==> src/rtl/dwatch_unit.sv <==
module dwatch_unit #(
  parameter int NSLOT = 4,
  parameter int AW    = 32,
  localparam int SW   = (NSLOT > 1) ? $clog2(NSLOT) : 1
) (
  input  logic          clk,
  input  logic          rst_n,
  input  logic          cfg_we,
  input  logic          cfg_ctrl,
  input  logic [SW-1:0] cfg_slot,
  input  logic [AW-1:0] cfg_wdata,
  input  logic          acc_valid,
  input  logic [AW-1:0] acc_addr,
  input  logic [1:0]    acc_size,
  input  logic [1:0]    acc_kind,
  input  logic          acc_priv,
  output logic          evt_pulse,
  output logic [SW-1:0] evt_slot
);
  logic [AW-1:2] wbase [NSLOT];
  logic [12:0]   wctl  [NSLOT];
  logic [NSLOT-1:0] hit, en_vec;
  logic [AW-1:0] len;
  logic [SW-1:0] sel;

  assign len = {{(AW-4){1'b0}}, 4'b0001} << acc_size;

  always_ff @(posedge clk or negedge rst_n) begin
    if (!rst_n) begin
      for (int i = 0; i < NSLOT; i++) begin
        wbase[i] <= '0;
        wctl[i]  <= '0;
      end
    end else if (cfg_we && int'(cfg_slot) < NSLOT) begin
      if (cfg_ctrl) wctl[cfg_slot]  <= cfg_wdata[12:0];
      else          wbase[cfg_slot] <= cfg_wdata[AW-1:2];
    end
  end

  for (genvar g = 0; g < NSLOT; g++) begin : g_slot
    logic [AW-1:0] base;
    logic [7:0]    touch;
    logic          kind_ok, priv_ok;
    assign base    = {wbase[g], 2'b00};
    assign kind_ok = |(wctl[g][4:3] & acc_kind);
    assign priv_ok = acc_priv ? wctl[g][1] : wctl[g][2];
    assign en_vec[g] = wctl[g][0];
    always_comb
      for (int j = 0; j < 8; j++)
        touch[j] = ((base + AW'(j)) - acc_addr) < len;
    assign hit[g] = acc_valid & wctl[g][0] & kind_ok & priv_ok &
                    |(touch & wctl[g][12:5]);
  end

  always_comb begin
    sel = '0;
    for (int i = NSLOT - 1; i >= 0; i--)
      if (hit[i]) sel = SW'(i);
  end

  always_ff @(posedge clk or negedge rst_n) begin
    if (!rst_n) begin
      evt_pulse <= 1'b0;
      evt_slot  <= '0;
    end else begin
      evt_pulse <= |hit;
      evt_slot  <= (|hit) ? sel : '0;
    end
  end
endmodule


==> config.mk <==
export PLATFORM = sky130hd
export DESIGN_NAME = dwatch_unit
export DESIGN_NICKNAME = d
export VERILOG_FILES = /design/src/rtl/dwatch_unit.sv
export SDC_FILE = /design/constraint.sdc
export NUM_CORES = 2
export LEC_CHECK = 0
export BUFFER_PORTS_ARGS = -buffer_cell sky130_fd_sc_hd__buf_2
export CORE_MARGIN = 5
export CORE_UTILIZATION = 60
export CTS_BUF_LIST = sky130_fd_sc_hd__clkbuf_8
export CTS_CLUSTER_SIZE = 24
export DETAILED_ROUTE_END_ITERATION = 7
export MAX_ROUTING_LAYER = met4
export PLACE_DENSITY_LB_ADDON = 0.05
export REMOVE_ABC_BUFFERS = 1
export SYNTH_ARGS = -nofsm -noshare
export SYNTH_HDL_FRONTEND = slang
export SYNTH_SLANG_ARGS = --single-unit
==> constraint.sdc <==
create_clock -name clk -period 6.02 [get_ports clk]
set_input_delay 0.301 -clock clk [delete_from_list [all_inputs] [get_ports clk]]
set_output_delay 0.301 -clock clk [all_outputs]
set_load 0.02 [all_outputs]
==> reports/metrics.yaml <==
syn2layout_area_growth_pct: 7.26
run_status: "complete, but fails checks"
numCtsBuffers: 17
dr.first_iter.drc_count: 9754
crit_type: "reg2reg"
seqCellArea_mm2: 0.00438
postCtsSetupBuffers: 0
hpwlAfterDp_um: 172000
synth_top_family_by_area: "compound AO/OA/AOI/OAI gates"
dr.pass1.iters: 8
tightest_slew_ns: 1.37
ys_dominant_reg_cell: "dfrtp_1"
slew_headroom_pct: 8.30
antenna_found_initial: 15
grt_max_degree: 92
ys_seq_elements: 175
leakagePower_nw: 18.0
totalWireLength_um: 217000
final-instance-count-excl-fill: 6931
rsz0062_at_grt: "no"
io_buffer_count: 78
hold_class: "in2reg"
die_h_um: 276
synth_xor_area_share_pct: 13.3
yosysWarnings: 0
failed_checks: "design-rule violations"
num_rows: 97
ys_async_sr_fraction_pct: 100
setup_violations: 0
cp_max_fo: 9
end_kind: "register"
post_dp_cell_area_mm2: 0.0450
worstSetupStartpointType: "register"
synthAdderAreaFrac_pct: 15.4
multiInputGateArea_mm2: 0.0354
place_inst: 6866
die_w_um: 276
slew_violations: 0
vias: 52100
via_per_inst: 7.52
ant_nets: 0
fmax_mhz: 172
peakVddDrop_mv: 0.297
start_util_pct: 60.5
grt_pass1_wl_um: 311000
synth_compound_area_share_pct: 27.4
power_density_mw_per_mm2: 394
grt_pass1_vias: 47800
synth.distinct_cells: 103
final_area_mm2: 0.0455
drcViolationCount: 81
synth.yosys.seq_area_share_pct: 10.3
post_route_cells_drive_above_1_share_pct: 10.1
synth_edf_count: 0
grt_usage_pct: 54.6
cp_data_arrival_time_ns: 6.24
tritoncts: "done"
max-cap-violations: 0
gp_congestion: 1.25
nets: 6474
power_w: 0.0179
setup_ws_ns: 0.222
clock-root-buffer: "clkbuf_8"
netlist_instances: 5851
synth-simple-area-share_pct: 23.0
place_worst_setup_slack_ns: -0.171
fin_util_pct: 64.9
design.portCount: 79
overflow: 0
cts.clk_slew.worst_paths_ns: 0.14
muxShareOfSynthArea_pct: 4.19
cts_max_path_buffers: 2
netlist_area_mm2: 0.0425
cp.required_ns: 6.47
skew_ns: 0.0188
htree_levels: 4
design.die.area_mm2: 0.0762
insertion_delay_ns: 0.55
fillers: 6353
hold_viol_final: 0
post-route-period-util_pct: 96.3
clock-sinks: 175
layout_min_cycle_time_ns: 5.80
post_drt_wl_per_cell_um: 31.4
avgSynthCellArea_um2: 7.26
core_area_mm2: 0.0701
[synthesized netlist by cell type, types with 32 or more instances]
| library cell | n | area (um2) |
|---|---|---|
| a21boi_0 | 39 | 293 |
| ha_1 | 334 | 4180 |
| a211oi_1 | 95 | 713 |
| buf_2 | 62 | 310 |
| xnor2_1 | 463 | 4060 |
| xor2_1 | 175 | 1530 |
| nand3b_1 | 34 | 255 |
| nor2b_1 | 71 | 444 |
| or2_2 | 34 | 213 |
| o21bai_1 | 38 | 285 |
| fa_1 | 118 | 2360 |
| and2_1 | 48 | 300 |
| nand2b_1 | 43 | 269 |
| dfrtp_1 | 175 | 4380 |
| o31ai_1 | 66 | 495 |
| mux2i_1 | 54 | 541 |
| nor2_1 | 375 | 1410 |
| o21a_1 | 41 | 308 |
| clkbuf_1 | 194 | 728 |
| a2111oi_0 | 32 | 280 |
| o21ai_0 | 470 | 2350 |
| inv_1 | 393 | 1480 |
| a21oi_1 | 481 | 2410 |
| o2111ai_1 | 34 | 298 |
| mux2_2 | 110 | 1240 |
| nor4_1 | 140 | 876 |
| nand2_1 | 485 | 1820 |
| a221oi_1 | 41 | 359 |
| nand3_1 | 148 | 741 |
| a21o_1 | 81 | 608 |
| a31oi_1 | 73 | 457 |
| or3_1 | 48 | 300 |
| o221ai_1 | 39 | 342 |
| nand4_1 | 175 | 1090 |
| o211ai_1 | 83 | 623 |
| nor3_1 | 151 | 756 |
[timing repair]
action / 4_1_cts / 5_1_grt
endpoints found under the setup margin: 0 / 2
hold buffers: 1 / 0
gates resized for setup: 0 / 3
hold endpoints to repair: 89 / 0
[worst max-delay path, stage by stage (launching register included)]
cell and delay (ns):
dfrtp_1 0.39, ha_1 0.20, inv_1 0.08, fa_1 0.95, clkinv_1 0.23, o211ai_1 0.19, nand2_1 0.26, a2111oi_1 0.82
buf_4 0.24, nand2_1 0.19, mux2i_1 0.24, a2111o_1 0.13, nor4_1 0.05, a211o_1 0.33, o31ai_4 0.56, buf_4 0.24
a21boi_1 0.19, or3b_1 0.36
[kinds of logic (layout without fill, tap and decap cells)]
logic type | Yosys count | count (layout)
simple gates | 1909 | 1909
compound gates | 1817 | 1817
buf+inv | 693 | 801
xor+xnor | 640 | 640
fa+ha+maj | 453 | 453
flops | 175 | 175
mux | 164 | 164
other cells | 0 | 32
[state kept, by name (all words and copies together), names as in the netlist]
| name | flops |
|---|---|
| evt_slot | 2 |
| wctl | 48 |
| en_vec | 4 |
| evt_pulse | 1 |
| g_slot.base | 120 |
[metrics by stage]
stage	TNS [ns]	hold slack (ns)
CTS	0	0.0385
global placement	-0.319	0.457
floorplan	0	0.00541
global route	0	0.0532
detailed placement	-0.171	0.456
finish	0	0.0440
[layout by cell type (no fill, tap or decap), types with 31 or more instances in the layout]
master     count
nand2_1      484
a21oi_1      481
o21ai_0      470
xnor2_1      463
inv_1        393
nor2_1       375
ha_1         334
buf_4        282
xor2_1       175
nand4_1      175
dfrtp_1      175
nor3_1       149
nand3_1      148
nor4_1       139
fa_1         118
mux2_2       110
a211oi_1      95
o211ai_1      83
a21o_1        81
buf_2         77
a31oi_1       73
nor2b_1       71
o31ai_1       65
mux2i_1       54
and2_1        48
or3_1         48
nand2b_1      42
o21a_1        41
a221oi_1      41
a21boi_0      39
o221ai_1      39
o21bai_1      38
or2_2         34
nand3b_1      34
o2111ai_1     34
diode_2       32
or4_1         31
a2111oi_0     31
[per-layer routing]
metal	up-vias	routed length [um]	GRT usage, %
li1	21600	-	-
met1	23800	74300	63.8
met2	5112	81800	71.9
met3	1546	38500	26.5
met4	0	22900	40.2
met5	-	0	-
[where the power goes]
| part | leakage, nW | switching [W] | internal (W) |
|---|---|---|---|
| registers | 2.12 | 0.000216 | 0.00142 |
| logic | 15.7 | 0.0101 | 0.00523 |
| clock network | 0.211 | 0.000598 | 0.000323 |
[cell type report]
cell class / count / share of cell area [%]
multi-input combinational: 4983 / 77.8
sequential: 175 / 9.62
timing repair buffer: 361 / 5.55
inverter: 408 / 3.36
tap: 940 / 2.58
clock buffer: 17 / 0.514
clock inverter: 15 / 0.420
antenna: 32 / 0.176
[final timing paths]
kind                                                 from                              to  slack [ns]  depth (start not counted)
setup / recovery           g_slot[2].base[20]$_DFFE_PN0P_             evt_pulse$_DFF_PN0_        0.22                         17
max in group asynchronous                           rst_n            wctl[29]$_DFFE_PN0P_        4.26                          3
setup reg to reg           g_slot[2].base[20]$_DFFE_PN0P_             evt_pulse$_DFF_PN0_        0.22                         17
min in group asynchronous                           rst_n  g_slot[3].base[17]$_DFFE_PN0P_        0.39                          2
hold reg to reg                      wctl[30]$_DFFE_PN0P_            wctl[30]$_DFFE_PN0P_        0.52                          1
hold / removal                               cfg_wdata[0]           en_vec[2]$_DFFE_PN0P_        0.04                          2
No activity file was read; power rests on OpenSTA's default activity.
